## config.mk

```make
export PLATFORM = sky130hd
export DESIGN_NAME = int_divider
export DESIGN_NICKNAME = d
export VERILOG_FILES = /design/src/rtl/int_divider.sv
export SDC_FILE = /design/constraint.sdc
export NUM_CORES = 1
export LEC_CHECK = 0
export BUFFER_PORTS_ARGS = -buffer_cell sky130_fd_sc_hd__buf_4
export CAP_MARGIN = 0
export CORE_AREA = 2 2 184 276
export CTS_CLUSTER_SIZE = 40
export DETAILED_ROUTE_END_ITERATION = 8
export DIE_AREA = 0 0 186 278
export HOLD_SLACK_MARGIN = 0.05
export PLACE_DENSITY = 0.53
export SYNTH_ARGS = -nofsm -noshare
export SYNTH_HDL_FRONTEND = slang
export SYNTH_SLANG_ARGS = --single-unit
```

## constraint.sdc

```tcl
create_clock -name clk -period 3.5 [get_ports clk]
set_clock_uncertainty 0.15 [all_clocks]
set_input_delay 0.7 -clock clk [delete_from_list [all_inputs] [get_ports clk]]
set_output_delay 0.7 -clock clk [all_outputs]
set_load 0.05 [all_outputs]
```

## src/rtl/int_divider.sv

```systemverilog
module int_divider #(
  parameter int W    = 32,
  parameter int IDXW = 3
) (
  input  logic            clk,
  input  logic            rst_n,
  input  logic            start,
  input  logic            is_signed,
  input  logic [1:0]      size,
  input  logic            reduced_alias,
  input  logic [IDXW-1:0] q_idx,
  input  logic [IDXW-1:0] r_idx,
  input  logic [W-1:0]    dividend_hi,
  input  logic [W-1:0]    dividend_lo,
  input  logic [W-1:0]    divisor,
  output logic            busy,
  output logic            done,
  output logic            dz_trap,
  output logic [W-1:0]    quotient,
  output logic [W-1:0]    remainder,
  output logic            wr_quo,
  output logic            wr_rem,
  output logic            flag_n,
  output logic            flag_z,
  output logic            flag_v,
  output logic            flag_c
);
  localparam int DW = 2 * W;
  localparam int HW = W / 2;
  localparam int CW = $clog2(DW + 1);
  localparam logic [DW-1:0] LIM_H = DW'(1) << (HW - 1);
  localparam logic [DW-1:0] LIM_W = DW'(1) << (W - 1);

  typedef enum logic [1:0] {S_IDLE, S_RUN, S_FIN} st_t;
  st_t st;

  wire in_word = (size == 2'b00);
  wire in_quad = (size == 2'b10);

  wire [W-1:0] den_raw = in_word ? {{HW{is_signed & divisor[HW-1]}}, divisor[HW-1:0]} : divisor;
  wire den_neg = is_signed & den_raw[W-1];
  wire [W-1:0] den_mag = den_neg ? -den_raw : den_raw;
  wire den_zero = (den_raw == '0);

  wire [DW-1:0] num_raw = in_quad ? {dividend_hi, dividend_lo}
                                  : {{W{is_signed & dividend_lo[W-1]}}, dividend_lo};
  wire num_neg = is_signed & num_raw[DW-1];
  wire [DW-1:0] num_mag = num_neg ? -num_raw : num_raw;

  logic [DW-1:0]   quo;
  logic [W-1:0]    rem;
  logic [W-1:0]    dm;
  logic [CW-1:0]   cnt;
  logic            qneg, rneg, sgn_r, alias_r, red_r;
  logic [1:0]      mode_r;

  wire [W:0] sh   = {rem, quo[DW-1]};
  wire [W:0] diff = sh - {1'b0, dm};
  wire       ge   = ~diff[W];

  wire m_word = (mode_r == 2'b00);
  wire m_quad = (mode_r == 2'b10);
  wire m_long = !m_word && !m_quad;

  wire [DW-1:0] q_s = qneg ? -quo : quo;
  wire [W-1:0]  r_s = rneg ? -rem : rem;

  wire ovf_word = sgn_r ? (qneg ? (quo > LIM_H) : (quo >= LIM_H)) : (|quo[DW-1:HW]);
  wire ovf_quad = sgn_r ? (qneg ? (quo > LIM_W) : (quo >= LIM_W)) : (|quo[DW-1:W]);
  wire ovf = m_word ? ovf_word : (m_quad ? ovf_quad : 1'b0);

  wire res_n = m_word ? q_s[HW-1] : q_s[W-1];
  wire res_z = m_word ? (q_s[HW-1:0] == '0) : (q_s[W-1:0] == '0);

  wire fin_wq = !ovf && (m_word || alias_r || !(red_r && m_long));
  wire fin_wr = !ovf && !m_word && !alias_r;

  assign busy = (st != S_IDLE);

  always_ff @(posedge clk) begin
    if (!rst_n) begin
      st <= S_IDLE;
      quo <= '0; rem <= '0; dm <= '0; cnt <= '0;
      qneg <= 1'b0; rneg <= 1'b0; sgn_r <= 1'b0; alias_r <= 1'b0; red_r <= 1'b0;
      mode_r <= 2'b00;
      done <= 1'b0; dz_trap <= 1'b0; wr_quo <= 1'b0; wr_rem <= 1'b0;
      quotient <= '0; remainder <= '0;
      flag_n <= 1'b0; flag_z <= 1'b0; flag_v <= 1'b0; flag_c <= 1'b0;
    end else begin
      done <= 1'b0; dz_trap <= 1'b0; wr_quo <= 1'b0; wr_rem <= 1'b0;
      case (st)
        S_IDLE: if (start) begin
          if (den_zero) begin
            done <= 1'b1;
            dz_trap <= 1'b1;
          end else begin
            quo     <= in_quad ? num_mag : {num_mag[W-1:0], {W{1'b0}}};
            rem     <= '0;
            dm      <= den_mag;
            cnt     <= in_quad ? CW'(DW) : CW'(W);
            qneg    <= num_neg ^ den_neg;
            rneg    <= num_neg;
            sgn_r   <= is_signed;
            mode_r  <= size;
            alias_r <= (q_idx == r_idx);
            red_r   <= reduced_alias;
            st      <= S_RUN;
          end
        end
        S_RUN: begin
          rem <= ge ? diff[W-1:0] : sh[W-1:0];
          quo <= {quo[DW-2:0], ge};
          cnt <= cnt - 1'b1;
          if (cnt == CW'(1)) st <= S_FIN;
        end
        S_FIN: begin
          st <= S_IDLE;
          done <= 1'b1;
          quotient  <= m_word ? {r_s[HW-1:0], q_s[HW-1:0]} : q_s[W-1:0];
          remainder <= r_s;
          wr_quo <= fin_wq;
          wr_rem <= fin_wr;
          flag_c <= 1'b0;
          if (ovf) begin
            flag_v <= 1'b1;
            flag_z <= 1'b1;
          end else begin
            flag_v <= 1'b0;
            flag_z <= res_z;
            flag_n <= res_n;
          end
        end
        default: st <= S_IDLE;
      endcase
    end
  end

  p_nowrite_dz_r1: assert property (@(posedge clk) disable iff (!rst_n)
    dz_trap |-> done && !wr_quo && !wr_rem);
  p_flags_hold_dz_r1: assert property (@(posedge clk) disable iff (!rst_n)
    dz_trap |-> $stable({flag_n, flag_z, flag_v, flag_c}));
  p_carry_clear_r2: assert property (@(posedge clk) disable iff (!rst_n)
    (done && !dz_trap) |-> !flag_c);
  p_no_overflow_write_r4: assert property (@(posedge clk) disable iff (!rst_n)
    (done && !dz_trap && flag_v) |-> flag_z && !wr_quo && !wr_rem);
  p_overflow_keeps_n_r4: assert property (@(posedge clk) disable iff (!rst_n)
    (done && !dz_trap && flag_v) |-> $stable(flag_n));
  p_word_single_write_r5: assert property (@(posedge clk) disable iff (!rst_n)
    (done && !dz_trap && m_word) |-> !wr_rem);
  p_alias_single_write_r7: assert property (@(posedge clk) disable iff (!rst_n)
    (wr_quo && wr_rem) |-> !alias_r);
  p_done_pulse_r9: assert property (@(posedge clk) disable iff (!rst_n)
    (done && !dz_trap) |=> !done);
  p_done_idle_r9: assert property (@(posedge clk) disable iff (!rst_n)
    done |-> !busy);
  p_long_no_ovf_r10: assert property (@(posedge clk) disable iff (!rst_n)
    (done && !dz_trap && m_long) |-> !flag_v);
endmodule

```

==> results of run 1 <==
[worst paths after layout]
kind	from	end	slack (ns)
setup reg to reg	quo[63]$_SDFFE_PN0P_	rem[25]$_SDFFE_PN0P_	0.14
hold / removal	reduced_alias	red_r$_SDFFE_PN0P_	0.28
hold reg to reg	dm[16]$_SDFFE_PN0P_	dm[16]$_SDFFE_PN0P_	0.30
setup / recovery	quo[63]$_SDFFE_PN0P_	rem[25]$_SDFFE_PN0P_	0.14
[kinds of logic (layout without fill, tap and decap cells)]
group                      after synthesis  count (layout)
AOI/OAI and AO/OA                      612             612
buffers and inverters                  184             406
DFF                                    215             215
adders and majority gates               40              40
other                                    1               1
xor gates and xnor gates               173             173
and+or+nand+nor                        708             708
muxes                                   27              27
[cell usage in the layout, fill, tap and decap left out, types with 15 or more instances in the layout]
cell type	netlist	routed
o21ai_0	157	157
o31ai_1	25	25
or3_1	20	20
dfxtp_1	215	214
inv_1	56	56
or2_2	16	16
or4_1	15	15
ha_1	39	39
a22oi_1	17	17
and3_1	19	19
nand4_1	15	15
mux2i_1	25	25
nand2b_1	20	19
buf_4	5	303
nand2_1	218	216
nor3_1	50	50
a31oi_1	16	16
nor4_1	25	25
xor2_1	98	98
nor2_1	232	229
nand3_1	38	38
a211oi_1	62	62
a32oi_1	15	15
a21oi_1	190	190
clkbuf_16	0	25
xnor2_1	74	73
o211ai_1	16	16
[sequential cells by signal, indices dropped and copies added, names as in the netlist, 2 cells and up]
name,count
quo,64
dm,32
quotient,32
rem,32
remainder,32
cnt,7
mode_r,2
st,2
[metal layers]
metal / vias to the layer above / global-route usage / part of all wire
met5: - / 0 / 0
met4: 0 / 0.1098 / 0.055
met3: 118 / 0.01662 / 0.036
met2: 448 / 0.3839 / 0.51
met1: 7077 / 0.2421 / 0.40
li1: 7474 / - / -
[where the power goes]
group	internal, mW	switching [mW]	leakage (nW)
sequential	2.70	0.281	1.75
clock	1.50	1.08	0.387
combinational	2.81	3.95	5.08
[critical path, stage by stage (launching register included)]
cell and delay, ns:
dfxtp_2 0.36, inv_1 0.08, ha_1 0.23, fa_1 0.40
nand2b_1 0.20, a21oi_1 0.15, buf_4 0.15, o211a_1 0.20
o21bai_1 0.10, nand2_1 0.14, a21oi_4 0.09, xor2_2 0.17
buf_4 0.21, or4_1 0.56, nand3_1 0.10
[cell usage after synthesis, types with 4 or more instances]
cell	instances	area (sq um)
nor2_1	232	870.8
nand2_1	218	818.3
dfxtp_1	215	4304
a21oi_1	190	950.9
o21ai_0	157	785.8
xor2_1	98	858.3
clkbuf_1	94	352.8
xnor2_1	74	648.1
a211oi_1	62	465.5
inv_1	56	210.2
nor3_1	50	250.2
ha_1	39	488.0
nand3_1	38	190.2
mux2i_1	25	250.2
nor4_1	25	156.4
o31ai_1	25	187.7
buf_2	24	120.1
nand2b_1	20	125.1
or3_1	20	125.1
and3_1	19	118.9
a22oi_1	17	127.6
a31oi_1	16	100.1
o211ai_1	16	120.1
or2_2	16	100.1
a32oi_1	15	131.4
nand4_1	15	93.84
or4_1	15	112.6
a21o_1	14	105.1
a221oi_1	14	122.6
o41ai_1	10	87.58
o311ai_0	8	70.07
o22ai_1	7	43.79
o211a_1	6	60.06
and2_1	5	31.28
buf_4	5	37.54
nor3b_1	5	37.54
o21bai_1	5	37.54
o22a_1	5	43.79
a32o_1	4	40.04
buf_1	4	15.01
o221ai_1	4	35.03
[per-stage QoR]
| stage | setup WS, ns | setup TNS [ns] | std cells |
|---|---|---|---|
| 2_1_floorplan | 0.3029 | 0 | 1960 |
| 3_3_place_gp | -0.009032 | -0.009032 | 2804 |
| 3_5_place_dp | -0.02018 | -0.02018 | 2804 |
| 4_1_cts | 0.09717 | 0 | 2845 |
| 5_1_grt | 0.01826 | 0 | 2845 |
| 6_report | 0.1441 | 0 | 2845 |
[cell type report]
class	count	area, sq um	area share
multi-input cells	1561	9602	0.5295
flip-flops and latches	215	4305	0.2374
repair buffers	308	2375	0.1310
well taps	663	829.5	0.04575
clock buffers	32	711.9	0.03926
inverters	57	216.5	0.01194
clock inverters	9	92.59	0.005106
==> results.yml, run 1 <==
synthesis:
  synth-edff-count: 0
  synthFlopType: "dfxtp_1"
  synthAdderAreaFrac: 0.03483
  synth_top_family_by_area: "compound AO/OA/AOI/OAI gates"
  async_flop_share: 0
  synth_xor_area_frac: 0.1044
  synth_area_sq_um: 14580
  synth_seq_area_share: 0.2952
  syn_avg_cell_area_sq_um: 7.440
  ys_ff_latch: 215
  synth-compound-area-share: 0.2670
  yosysWarnings: 0
  syn_nets: 2109
  muxShareOfSynthArea: 0.01870
  synth_cell_types: 89
  synth_simple_gate_area_frac: 0.2289
  syn-instance-count: 1960
floorplanning:
  num_rows: 100
  die_y_um: 278
  fp.dieArea_sq_um: 51710
  io_pins: 182
  initial_utilization: 0.2951
  die_w_um: 186
  coreArea_sq_um: 49420
worst_setup_path:
  cp.arrival_ns: 3.68
  reg2regPathDepth: 14
  end_kind: "flip-flop"
  worstSetupStartpointType: "flip-flop"
  crit_fanout: 15
  required_ns: 3.83
  critPathKind: "reg -> reg"
finish:
  drive_gt1_frac: 0.1861
  fin_area_sq_um: 18130
  diodes: 0
  post-route-util: 0.3669
  layout.nets: 2316
  fill_cells: 5257
  syn2layout_area_growth_pct: 24.34
flow_run:
  maxCapViolCount: 0
sta:
  tightest_slew_ns: 1.063
  relSlewSlack: 0.2888
  layout_min_cycle_time_ns: 3.356
  fmax_mhz: 298.0
  whs_ns: 0.2833
  rsz0062_at_grt: "no"
  setup_viol: 0
  hold_violations: 0
  post-route-period-util: 0.9588
  slew_viol_final: 0
detailed_routing:
  wl_per_cell_um: 19.59
  routed_wl_um: 55720
  vias: 15120
  drt_first_pass_iters: 7
  dr.first_iter.drc_count: 997
  drc: 0
  ant_nets: 0
  vias_per_cell: 5.314
cts:
  cts.sinks: 215
  path_clk_slew_ns: 0.06
  cts_buffer_depth: 3
  hold_buffers: 0
  insertion_delay_ns: 0.54
  cts_root_buf: "clkbuf_16"
  cts_tree: "done"
  postCtsSetupBuffers: 0
  cts-htree-levels: 1
  post_cts_resize_count: 0
  cts_buffers: 24
global_route:
  grt_pass1_vias: 14740
  grt_pass1_wl_um: 85010
  antenna_found_initial: 0
  grt_usage: 0.2109
  grt_max_degree: 79
  overflow: 0
placement:
  port_buffers: 180
  post_dp_cell_area_sq_um: 17320
  place.gp.congestion: 0.9542
  dpl.hpwl_um: 44180
power:
  pwr_density_cell_nw_per_um2: 680.1
  p_leak_nw: 7.222
  power.total_mw: 12.33
  peakVddDrop_mv: 0.8922
hold_path:
  hold_class: "in -> reg"
  hold_depth: 3
run_status:
  status: "finished, final reports clean"
Note: power is estimated with default switching activity, not from simulation.
==> run 2, diff against run 1 <==
- GPL_TIMING_DRIVEN: default -> 0
==> run 2 against run 1 <==
Sequential power up 6%. Fmax about the same. First-iteration DRC count down 4.6%. Critical path depth decreased by 4. Core utilization is 0.73 points lower. Sequential share of layout area rose by 0.50 points. Clock power barely moved. Flip-flop and latch count unchanged. Power grew 0.47%. Count of clock-buffer cells in the layout fell by 4. Combinational power down 1%. Final cell count about the same. Largest power group unchanged.
==> results.yml, run 2 (synthesis gave the netlist of run 1 again) <==
run_status:
  status: "finished, final reports clean"
finish:
  instances_no_fill: 2847
  fill_cells: 5254
  drive_gt1_frac: 0.1503
  layout_common_cells: "nor2_1 (230), nand2_1 (217), dfxtp_1 (211), a21oi_1 (188), buf_4 (187)"
  largest_register_ff_count: 64
  syn2layout_area_growth_pct: 21.86
  final_common_cell: "nor2_1"
  largest-register: "quo"
  fin_area_sq_um: 17770
  register_area_sq_um: 4309
  multi_input_area_sq_um: 9691
  layout.nets: 2317
global_route:
  grt_max_degree: 15
  grt_pass1_vias: 15560
  antenna_found_initial: 1
  grt_pass1_wl_um: 94510
  overflow: 0
  grt_usage: 0.2393
sta:
  relSlewSlack: 0.3100
  hold_violations: 0
  tightest_slew_ns: 1.025
  slew_viol_final: 0
  post-route-period-util: 0.9589
  layout_min_cycle_time_ns: 3.356
  setup_viol: 0
  timing.final.ws_setup_ns: 0.1438
  fmax_mhz: 298.0
placement:
  dpl.hpwl_um: 51440
  post_dp_cell_area_sq_um: 16730
  port_buffers: 175
  dp_slack_ns: -0.9802
  dp_cells: 2798
  place.gp.congestion: 0.9807
detailed_routing:
  routed_wl_um: 62850
  drc: 0
  dr.first_iter.drc_count: 951
  vias_per_cell: 5.473
  wl_per_cell_um: 22.07
  ant_nets: 0
  drt_first_pass_iters: 5
  vias: 15580
worst_setup_path:
  cp.arrival_ns: 3.67
  path_cells: "buf_2 > nor2b_2 > mux2i_1 > nand2b_1 > a41oi_1 > xor2_1 > nor3_1 > a221oi_1 > nand2_1 > a21oi_1"
  cpMaxStageDelayCell: "nor2b_2"
  critPathMaxStageDelay_ns: 0.44
  required_ns: 3.82
  r2r_slack_ns: 0.15
  critPathKind: "in -> reg"
  worstSetupStartpointType: "input port"
  crit_fanout: 10
  end_kind: "flip-flop"
floorplanning:
  initial_utilization: 0.2951
  die_y_um: 278
  coreArea_sq_um: 49420
  io_pins: 182
  fp.dieArea_sq_um: 51710
  die_w_um: 186
  num_rows: 100
cts:
  cts-htree-levels: 1
  cts_root_buf: "clkbuf_16"
  cts_buffers: 24
  hold_buffers: 0
  cts.sinks: 215
  cts_tree: "done"
  insertion_delay_ns: 0.55
  cts_buffer_depth: 3
  path_clk_slew_ns: 0.06
power:
  peakVddDrop_mv: 0.5849
  p_leak_nw: 6.862
  pwr_density_cell_nw_per_um2: 697.2
hold_path:
  hold_class: "in -> reg"
flow_run:
  maxCapViolCount: 0
[run 2: worst max-delay path, delay by kind of cell]
| family | cells | cell delay, ns |
|---|---|---|
| XOR/XNOR | 1 | 0.43 |
| multiplexers | 1 | 0.15 |
| AO/OA/AOI/OAI | 3 | 0.92 |
| buffers and inverters | 1 | 0.30 |
| AND/OR/NAND/NOR | 4 | 1.15 |
[run 2: layout make-up]
class	instances	share of cell area
multi-input cells	1561	0.5453
flip-flops and latches	215	0.2425
repair buffers	183	0.07801
well taps	663	0.04668
clock buffers	28	0.03633
plain buffers	126	0.03126
inverters	57	0.01204
clock inverters	13	0.007745
diodes	1	0.0001408
[run 2: metal layers]
metal  up-vias  track usage  wire [um]
met4         0       0.1536       4370
li1       7471            -          -
met3       185      0.02696       2928
met5         -            0          0
met1      7351       0.2596      23690
met2       574       0.4337      31860
[run 2: worst paths after layout]
path,startpoint,to,cells past startpoint
worst max-delay path,size[1],quo[56]$_SDFFE_PN0P_,10
worst min-delay path,reduced_alias,red_r$_SDFFE_PN0P_,3
worst max register to register,rem[4]$_SDFFE_PN0P_,rem[17]$_SDFFE_PN0P_,12
worst min register to register,remainder[24]$_SDFFE_PN0P_,remainder[24]$_SDFFE_PN0P_,2
[run 2: through the flow]
stage,util,power (mW),setup TNS [ns],hold slack (ns)
6_report,0.3596,12.39,0,0.2820
4_1_cts,0.3573,12.14,0,0.2534
5_1_grt,0.3596,13.18,-0.009966,0.2853
3_5_place_dp,0.3384,9.131,-87.87,0.2949
2_1_floorplan,-,7.338,0,0.2635
3_3_place_gp,0.3384,9.072,-90.00,0.2905
[run 2: what timing repair did]
action | in CTS | in global routing
pin swaps | 2 | 1
setup endpoints to repair | 120 | 84
setup buffers | 6 | 2
cloned | 0 | 0
resized for setup | 22 | 29
[run 2: where the power goes]
| part | total (mW) | switching, mW | internal (mW) | leakage (nW) |
|---|---|---|---|---|
| Combinational | 6.66 | 3.87 | 2.79 | 4.73 |
| Clock | 2.57 | 1.11 | 1.47 | 0.382 |
| Sequential | 3.16 | 0.451 | 2.71 | 1.75 |
| Total | 12.4 | 5.43 | 6.96 | 6.86 |
==> run 3, diff against run 2 <==
- BUFFER_PORTS_ARGS: -buffer_cell sky130_fd_sc_hd__buf_4 -> -buffer_cell sky130_fd_sc_hd__clkbuf_2
==> run 3 against run 2 <==
Register-to-register slack got worse by 0.06 ns. Sequential power barely moved. Wire length rose by 0.73%. Cell area fell by 2.4%.
==> results.yml, run 3 (synthesis gave the netlist of run 1 again) <==
worst_setup_path:
  critPathKind: "in -> reg"
  required_ns: 3.76
  worstSetupStartpointType: "input port"
  cpMaxStageDelayCell: "clkbuf_1"
  reg2regPathDepth: 10
  cp.arrival_ns: 3.70
  r2r_slack_ns: 0.09
  end_kind: "flip-flop"
  r2r_end: "wr_rem$_SDFF_PN0_"
  path_cells: "buf_2 > nor2b_2 > mux2i_1 > nand2b_1 > clkbuf_1 > buf_2 > nor2_1 > xnor2_1 > nor2_1 > a21oi_1 > o21ai_0"
  crit_fanout: 10
  r2r-start: "quo[5]$_SDFFE_PN0P_"
  critPathMaxStageDelay_ns: 0.50
detailed_routing:
  vias_per_cell: 5.500
  vias: 15680
  routed_wl_um: 63300
  drt_first_pass_iters: 5
  dr.first_iter.drc_count: 1008
  ant_nets: 0
  wl_per_cell_um: 22.20
  drc: 0
power:
  p_comb_frac: 0.543
  pwr_density_cell_nw_per_um2: 716.7
  p_switching_mw: 5.449
  p_leak_nw: 6.739
  internal-power_mw: 6.984
  swShare: 0.4383
  p_clk_frac: 0.204
  peakVddDrop_mv: 0.5041
  power_frac_seq: 0.254
placement:
  post_dp_cell_area_sq_um: 16290
  port_buffers: 175
  dpl.hpwl_um: 51710
  place.gp.congestion: 0.9366
hold_path:
  hold_class: "in -> reg"
  worstHoldStart: "reduced_alias"
  hold_depth: 3
  hold_path_end: "red_r$_SDFFE_PN0P_"
sta:
  relSlewSlack: 0.3942
  layout_min_cycle_time_ns: 3.434
  slew_viol_final: 0
  post-route-period-util: 0.9812
  hold_violations: 0
  setup_viol: 0
  rsz0062_at_grt: "yes"
  tightest_slew_ns: 0.9086
  fmax_mhz: 291.2
global_route:
  grt_pass1_vias: 15390
  antenna_found_initial: 0
  grt_max_degree: 14
  grt_usage: 0.2408
  overflow: 0
  grt_pass1_wl_um: 94480
cts:
  hold_buffers: 0
  insertion_delay_ns: 0.55
  path_clk_slew_ns: 0.06
  cts_root_buf: "clkbuf_16"
  cts_buffers: 24
  cts_buffer_depth: 3
  cts_tree: "done"
  cts-htree-levels: 1
  cts.sinks: 215
finish:
  final_common_cell: "nor2_1"
  drive_gt1_frac: 0.1495
  diodes: 0
  layout.nets: 2320
  layout_common_cells: "nor2_1 (231), nand2_1 (216), dfxtp_1 (211), a21oi_1 (188), clkbuf_2 (181)"
  largest-register: "quo"
  fin_area_sq_um: 17350
  largest_register_ff_count: 64
  post-route-util: 0.3510
  syn2layout_area_growth_pct: 18.96
floorplanning:
  initial_utilization: 0.2951
  fp.dieArea_sq_um: 51710
  die_y_um: 278
  num_rows: 100
  coreArea_sq_um: 49420
  die_w_um: 186
  io_pins: 182
flow_run:
  maxCapViolCount: 0
run_status:
  status: "finished, final reports clean"
run 3: cell types whose count changed in the layout (fill, tap and decap cells not counted), moves of 3 or more:
cell / previous run / this run
clkbuf_8: 3 / 6
clkbuf_1: 87 / 93
clkbuf_2: 6 / 181
buf_4: 187 / 13
run 3: final cells by class:
class / instances / area, sq um
Buffer: 127 / 561.8
Inverter: 57 / 214.0
Clock inverter: 7 / 43.79
Sequential cell: 215 / 4309
Fill cell: 5324 / 32070
Timing Repair Buffer: 185 / 975.9
Tap cell: 663 / 829.5
Clock buffer: 36 / 726.9
Multi-Input combinational cell: 1561 / 9687
run 3: how the worst max path moves through the flow:
stage / start / to / slack (ns)
2_1_floorplan: dividend_lo[28] / quo[56]$_SDFFE_PN0P_ / 0.30
3_3_place_gp: size[0] / quo[56]$_SDFFE_PN0P_ / -1.18
3_5_place_dp: size[0] / quo[56]$_SDFFE_PN0P_ / -1.13
4_1_cts: rem[17]$_SDFFE_PN0P_ / rem[10]$_SDFFE_PN0P_ / 0.002
5_1_grt: dividend_lo[29] / quo[56]$_SDFFE_PN0P_ / -0.03
6_report: size[1] / quo[58]$_SDFFE_PN0P_ / 0.07
run 3: routing by layer:
layer / global-route usage / share of wire / vias up
li1: - / - / 7473
met1: 0.2579 / 0.36 / 7431
met2: 0.4468 / 0.51 / 594
met3: 0.02591 / 0.052 / 182
met4: 0.1429 / 0.071 / 0
met5: 0 / 0 / -
run 3: what timing repair did:
action	in CTS	in global routing
pin swaps	2	4
gates resized for setup	20	29
setup buffers	3	7
endpoints found under the setup margin	136	65
run 3: critical path, delay by kind of cell:
kind	cells	cell delay [ns]
and+or+nand+nor	4	0.72
AOI/OAI and AO/OA	2	0.37
muxes	1	0.26
xor gates and xnor gates	1	0.40
buffers and inverters	3	1.21
run 3: power by group through the flow:
stage | Clock, mW | Combinational, mW | Sequential [mW]
6_report | 2.53 | 6.75 | 3.16
5_1_grt | 2.66 | 7.34 | 3.18
4_1_cts | 2.57 | 6.09 | 3.14
3_5_place_dp | 0 | 5.90 | 3.20
3_3_place_gp | 0 | 5.86 | 3.19
2_1_floorplan | 0 | 4.33 | 3.01
run 3: through the flow:
| step | TNS [ns] | power [mW] | hold slack, ns | cells | setup WS, ns |
|---|---|---|---|---|---|
| floorplan | 0 | 7.338 | 0.2635 | 1960 | 0.3029 |
| CTS | 0 | 11.81 | 0.2183 | 2844 | 0.001930 |
| global route | -0.05681 | 13.18 | 0.2518 | 2851 | -0.02533 |
| finish | 0 | 12.43 | 0.2328 | 2851 | 0.06594 |
| detailed placement | -100.28 | 9.096 | 0.2930 | 2798 | -1.129 |
| global placement | -104.67 | 9.052 | 0.2932 | 2798 | -1.176 |
